## src/rtl/sport_pkg.sv

```systemverilog
package sport_pkg;
  localparam int unsigned SP_ADDR_W      = 7;
  localparam int unsigned SP_DATA_W      = 8;
  localparam int unsigned SP_LOC_AW      = 4;
  localparam int unsigned SP_SYNC_STAGES = 2;

  // synchronized pin events, one system clock wide
  typedef struct packed {
    logic cs_act;
    logic rise;
    logic fall;
    logic sdi;
  } sp_evt_t;
endpackage

```

## src/rtl/sport_pin_sync.sv

```systemverilog
module sport_pin_sync
  import sport_pkg::*;
#(
  parameter int unsigned STAGES = SP_SYNC_STAGES
) (
  input  logic    clk,
  input  logic    rst,
  input  logic    cs_n,
  input  logic    sclk,
  input  logic    sdi,
  output sp_evt_t evt
);
  // bit 0: chip select (active low), bit 1: serial clock, bit 2: data
  localparam logic [2:0] PIN_IDLE = 3'b001;

  logic [STAGES-1:0][2:0] chain;
  logic                   sclk_d;
  logic [2:0]             pins_s;

  always_ff @(posedge clk) begin
    if (rst) begin
      for (int i = 0; i < int'(STAGES); i++) chain[i] <= PIN_IDLE;
      sclk_d <= 1'b0;
    end else begin
      chain[0] <= {sdi, sclk, cs_n};
      for (int i = 1; i < int'(STAGES); i++) chain[i] <= chain[i-1];
      sclk_d <= pins_s[1];
    end
  end

  assign pins_s     = chain[STAGES-1];
  assign evt.cs_act = ~pins_s[0];
  assign evt.rise   = ~pins_s[0] &  pins_s[1] & ~sclk_d;
  assign evt.fall   = ~pins_s[0] & ~pins_s[1] &  sclk_d;
  assign evt.sdi    = pins_s[2];
endmodule

```

## src/rtl/sport_frame_rx.sv

```systemverilog
module sport_frame_rx #(
  parameter int unsigned AW     = 7,
  parameter int unsigned DW     = 8,
  parameter int unsigned LAW    = 4,
  parameter int unsigned CNT_W  = 5
) (
  input  logic             clk,
  input  logic             rst,
  input  logic             cs_act,
  input  logic             rise,
  input  logic             sdi,
  output logic [CNT_W-1:0] bit_cnt,
  output logic             rw,
  output logic [AW-1:0]    addr,
  output logic             addr_ok,
  output logic [DW-1:0]    wdata,
  output logic             rd_load,
  output logic             we
);
  localparam int unsigned FRAME_BITS = 1 + AW + DW;
  localparam logic [CNT_W-1:0] C_ADDR_END = CNT_W'(AW);
  localparam logic [CNT_W-1:0] C_LAST     = CNT_W'(FRAME_BITS - 1);
  localparam logic [CNT_W-1:0] C_FULL     = CNT_W'(FRAME_BITS);

  // reserved-address decode: variant picked by how much of the address is local
  generate
    if (LAW >= AW) begin : g_all_local
      assign addr_ok = 1'b1;
    end else begin : g_upper_check
      assign addr_ok = (addr[AW-1:LAW] == '0);
    end
  endgenerate

  always_ff @(posedge clk) begin
    if (rst) begin
      bit_cnt <= '0;
      rw      <= 1'b0;
      addr    <= '0;
      wdata   <= '0;
      rd_load <= 1'b0;
      we      <= 1'b0;
    end else begin
      rd_load <= 1'b0;
      we      <= 1'b0;
      if (!cs_act) begin
        bit_cnt <= '0;
      end else if (rise && bit_cnt != C_FULL) begin
        bit_cnt <= bit_cnt + 1'b1;
        if (bit_cnt == '0)
          rw <= sdi;
        else if (bit_cnt <= C_ADDR_END)
          addr <= {sdi, addr[AW-1:1]};
        else
          wdata <= {sdi, wdata[DW-1:1]};
        if (bit_cnt == C_ADDR_END)
          rd_load <= 1'b1;
        if (bit_cnt == C_LAST && !rw && addr_ok)
          we <= 1'b1;
      end
    end
  end
endmodule

```

## src/rtl/sport_sdo_tx.sv

```systemverilog
module sport_sdo_tx #(
  parameter int unsigned DW     = 8,
  parameter int unsigned CNT_W  = 5,
  parameter int unsigned DSTART = 8,
  parameter int unsigned FULL   = 16
) (
  input  logic             clk,
  input  logic             rst,
  input  logic             cs_act,
  input  logic             fall,
  input  logic [CNT_W-1:0] bit_cnt,
  input  logic             rw,
  input  logic             rd_load,
  input  logic [DW-1:0]    rd_byte,
  output logic             sdo,
  output logic             sdo_oe
);
  localparam logic [CNT_W-1:0] C_DSTART = CNT_W'(DSTART);
  localparam logic [CNT_W-1:0] C_FULL   = CNT_W'(FULL);

  logic [DW-1:0] shreg;
  logic [DW-1:0] src;
  logic          data_phase;

  // a falling edge may land in the very cycle the read byte is loaded
  assign src        = rd_load ? rd_byte : shreg;
  assign data_phase = rw && bit_cnt >= C_DSTART && bit_cnt < C_FULL;

  always_ff @(posedge clk) begin
    if (rst) begin
      shreg  <= '0;
      sdo    <= 1'b0;
      sdo_oe <= 1'b0;
    end else if (!cs_act) begin
      sdo    <= 1'b0;
      sdo_oe <= 1'b0;
    end else if (fall) begin
      if (data_phase) begin
        sdo    <= src[0];
        sdo_oe <= 1'b1;
        shreg  <= src >> 1;
      end else begin
        sdo    <= 1'b0;
        sdo_oe <= 1'b0;
        shreg  <= src;
      end
    end else begin
      shreg <= src;
    end
  end
endmodule

```

## src/rtl/sport_serial_port.sv

```systemverilog
module sport_serial_port
  import sport_pkg::*;
#(
  parameter int unsigned ADDR_W      = SP_ADDR_W,
  parameter int unsigned DATA_W      = SP_DATA_W,
  parameter int unsigned LOC_AW      = SP_LOC_AW,
  parameter int unsigned SYNC_STAGES = SP_SYNC_STAGES
) (
  input  logic              clk,
  input  logic              rst,
  input  logic              spi_cs_n,
  input  logic              spi_sclk,
  input  logic              spi_sdi,
  output logic              spi_sdo,
  output logic              spi_sdo_oe,
  output logic [LOC_AW-1:0] reg_addr,
  output logic [DATA_W-1:0] reg_wdata,
  output logic              reg_we,
  input  logic [DATA_W-1:0] reg_rdata
);
  localparam int unsigned FRAME_BITS = 1 + ADDR_W + DATA_W;
  localparam int unsigned CNT_W      = $clog2(FRAME_BITS + 1);

  sp_evt_t           evt;
  logic [CNT_W-1:0]  bit_cnt;
  logic              rw_q;
  logic [ADDR_W-1:0] addr_q;
  logic              addr_ok;
  logic              rd_load;
  logic [DATA_W-1:0] rd_byte;

  sport_pin_sync #(.STAGES(SYNC_STAGES)) i_sync (
    .clk (clk),
    .rst (rst),
    .cs_n(spi_cs_n),
    .sclk(spi_sclk),
    .sdi (spi_sdi),
    .evt (evt)
  );

  sport_frame_rx #(
    .AW(ADDR_W), .DW(DATA_W), .LAW(LOC_AW), .CNT_W(CNT_W)
  ) i_rx (
    .clk    (clk),
    .rst    (rst),
    .cs_act (evt.cs_act),
    .rise   (evt.rise),
    .sdi    (evt.sdi),
    .bit_cnt(bit_cnt),
    .rw     (rw_q),
    .addr   (addr_q),
    .addr_ok(addr_ok),
    .wdata  (reg_wdata),
    .rd_load(rd_load),
    .we     (reg_we)
  );

  assign rd_byte  = addr_ok ? reg_rdata : '0;
  assign reg_addr = addr_q[LOC_AW-1:0];

  sport_sdo_tx #(
    .DW(DATA_W), .CNT_W(CNT_W), .DSTART(ADDR_W + 1), .FULL(FRAME_BITS)
  ) i_tx (
    .clk    (clk),
    .rst    (rst),
    .cs_act (evt.cs_act),
    .fall   (evt.fall),
    .bit_cnt(bit_cnt),
    .rw     (rw_q),
    .rd_load(rd_load),
    .rd_byte(rd_byte),
    .sdo    (spi_sdo),
    .sdo_oe (spi_sdo_oe)
  );
endmodule

```

## config.mk

```make
export PLATFORM = sky130hd
export DESIGN_NAME = sport_serial_port
export DESIGN_NICKNAME = d
export VERILOG_FILES = /design/src/rtl/sport_pkg.sv /design/src/rtl/sport_pin_sync.sv /design/src/rtl/sport_frame_rx.sv /design/src/rtl/sport_sdo_tx.sv /design/src/rtl/sport_serial_port.sv
export SDC_FILE = /design/constraint.sdc
export NUM_CORES = 1
export LEC_CHECK = 0
export ABC_AREA = 0
export ABC_CLOCK_PERIOD_IN_PS = 2600
export BUFFER_PORTS_ARGS = -buffer_cell sky130_fd_sc_hd__buf_2
export CAP_MARGIN = 10
export CORE_MARGIN = 10
export CORE_UTILIZATION = 35
export DETAILED_ROUTE_END_ITERATION = 7
export PLACE_DENSITY = 0.62
export SETUP_SLACK_MARGIN = 0.3
export SYNTH_ARGS = -nofsm -noshare
export SYNTH_HDL_FRONTEND = slang
export SYNTH_SLANG_ARGS = --single-unit
```

## constraint.sdc

```tcl
create_clock -name clk -period 2.6 [get_ports clk]
set_clock_uncertainty 0.05 [all_clocks]
set_input_delay 0.39 -clock clk [delete_from_list [all_inputs] [get_ports clk]]
set_output_delay 0.39 -clock clk [all_outputs]
set_load 0.01 [all_outputs]
```

==> out/metrics.cfg <==
[detailed_routing]
dr_wl_met3_um=144
vias_per_cell=4.84
top_layer_used=met4
num_vias=1303
drt-initial-drc-count=57
wl_met1_um=1820
first_pass_iters=4
totalWireLength_um=3460
wl_met2_um=1430
post_drt_wl_per_cell_um=12.9
route.detailed.drc=0
final_antenna_net_count=0

[clock_tree]
cts_max_path_buffers=2
post-cts-setup-buffer-count=0
clkTransAtPathRegs_ps=80
holdBufCountCts=0
htreeDepth=2
cts.sinks=40
clock_latency_ps=290
cts_root_buf=clkbuf_8
cts_resized=0
numCtsBuffers=5
cts_tree=done

[setup_path]
worstSetupPathType=reg2reg
startpoint_type=flip-flop
cp_top_family=compound AO/OA/AOI/OAI gates
critical_path_required_ps=2710
path_max_fanout=8
crit_buf_inv=0
cp-end-kind=flip-flop
slowest_delay_ps=740
cpMaxStageDelayCell=a2111oi_4
arrival_ps=2220
crit_chain=ha_1 > nand4b_4 > a2111oi_4 > mux2i_1 > nor2_1

[place]
hpwl_um=2420
io_buffers=27
dp_slack_ps=508
routabilityCongestion=0.813

[floorplanning]
die_h_um=90.1
io_pins=28
initial_core_util=0.362
rows=25
die_w_um=90.1
core-area_um2=4750
design.die.area_um2=8120

[synth]
synth_edf_count=0
yosysSeqAreaShare=0.466
netlist_instances=178
yosysWarnings=0
synth_area_um2=1720
synthFlopType=dfxtp_1
yosysUniqueCellTypes=38
synth_seq_cells=40
async_flop_share=0
synth_nets=194
syn_avg_cell_area_um2=9.66

[layout]
area_growth_pct=16.7
finish.utilization=0.422
antennaDiodeCount=0
drive_above_1_share=0.233
ff_latch_area_um2=801
multi_input_area_um2=842
final_net_count=217
filler_cell_count=485

[min_path]
min_path_type=in2reg

[timing]
worst_pin_slew_ps=719
hold_viol=0
hold_slack_ps=229
max_freq_mhz=475
slew_headroom=0.521
min_period_ps=2110
setup_tns_ps=0
maxSlewViolCount=0
post-route-period-util=0.811
setup_viol=0
timing.final.ws_setup_ps=493
rsz0062_at_grt=no

[job]
maxCapViolCount=0

[pwr]
p_per_area_nw_per_um2=590
fin_total_pwr_w=0.00118
ir_drop_mv=0.325
leakage_nw=0.825

[grt]
grt.total_usage=0.0894
grt_start_max_net_pins=31
antenna_found_initial=0
grt_overflow=0
grt_pass1_wl_um=6020
first_global_vias=1265

[run_status]
outcome=finished, final reports clean

[cell type report]
class,instances,share of cell area
clock inverters,2,0.0193
repair buffers,28,0.0711
flip-flops and latches,40,0.399
inverters,4,0.00749
multi-input cells,122,0.420
well taps,67,0.0418
clock buffers,6,0.0412
[per-layer routing]
| metal | global-route usage | vias up |
|---|---|---|
| met4 | 0.0464 | 0 |
| met2 | 0.129 | 34 |
| met3 | 0.0316 | 6 |
| met1 | 0.114 | 592 |
| li1 | - | 671 |
| met5 | 0 | - |
[report_power, final]
group	switching [W]	internal [W]	total, W	leakage, nW
clock network	0.000221	0.000314	0.000535	0.0614
registers	0.00000577	0.000617	0.000623	0.323
logic	0.0000155	0.0000113	0.0000268	0.440
total	0.000242	0.000942	0.00118	0.825
[Yosys cell counts, types with 3 or more instances]
| master | n | area (µm²) |
|---|---|---|
| a21oi_1 | 6 | 30.0 |
| clkbuf_1 | 7 | 26.3 |
| nand2b_1 | 4 | 25.0 |
| ha_1 | 3 | 37.5 |
| dfxtp_1 | 40 | 801 |
| o221ai_1 | 5 | 43.8 |
| a31oi_1 | 7 | 43.8 |
| nand3_1 | 7 | 35.0 |
| or2_2 | 3 | 18.8 |
| inv_1 | 4 | 15.0 |
| nor2b_1 | 13 | 81.3 |
| mux2i_1 | 16 | 160 |
| nand2_1 | 8 | 30.0 |
| nor2_1 | 24 | 90.1 |
| buf_4 | 4 | 30.0 |
[path summary, 6_finish.rpt]
path / from / to / slack, ps / cells after the start
worst min-delay path: spi_cs_n / i_sync.chain[0] / 230 / 2
worst min register to register: i_sync.chain[0] / i_sync.pins_s[0] / 360 / 1
worst max register to register: i_rx.bit_cnt[0] / i_rx.wdata[6] / 490 / 5
worst max-delay path: i_rx.bit_cnt[0] / i_rx.wdata[6] / 490 / 5
[stage by stage]
stage	std cells	instance area (µm²)
floorplan	178	1720
global placement	261	1880
detailed placement	261	1880
CTS	269	2010
global route	269	2010
finish	269	2010
[logic make-up (layout without fill, tap and decap cells)]
group / count (synthesis) / in the layout / synth area share
buffers and inverters: 16 / 40 / 0.0444
muxes: 16 / 16 / 0.0932
adders and majority gates: 3 / 3 / 0.0218
AOI/OAI and AO/OA: 26 / 26 / 0.118
DFF: 40 / 40 / 0.466
xor gates and xnor gates: 2 / 2 / 0.0102
and+or+nand+nor: 75 / 75 / 0.247
[sequential cells by signal, summed over array words and instances (netlist names)]
name,count
i_rx.addr,7
i_sync.pins_s,3
i_rx.rw,1
i_tx.shreg,8
i_rx.bit_cnt,5
i_sync.chain,3
i_rx.we,1
i_sync.sclk_d,1
i_rx.wdata,8
i_tx.sdo,1
i_tx.sdo_oe,1
i_rx.rd_load,1
[layout by cell type, fill, tap and decap left out, types with 2 or more instances in the layout]
cell type,n
nor2_1,24
nand2b_1,4
nor2b_1,13
ha_1,3
xnor2_1,2
clkbuf_8,6
or3_1,2
a21oi_1,6
buf_2,27
o221ai_1,5
nand3_1,7
nand2_1,8
a31o_2,2
or2_2,3
dfxtp_1,40
nor3b_1,2
mux2i_1,16
inv_1,4
a31oi_1,7
[worst register-to-register path, stage by stage (launching register included)]
cell	delay [ps]
dfxtp_1	390
ha_1	290
nand4b_4	210
a2111oi_4	740
mux2i_1	260
nor2_1	60
(Power assumes the default switching activity.)
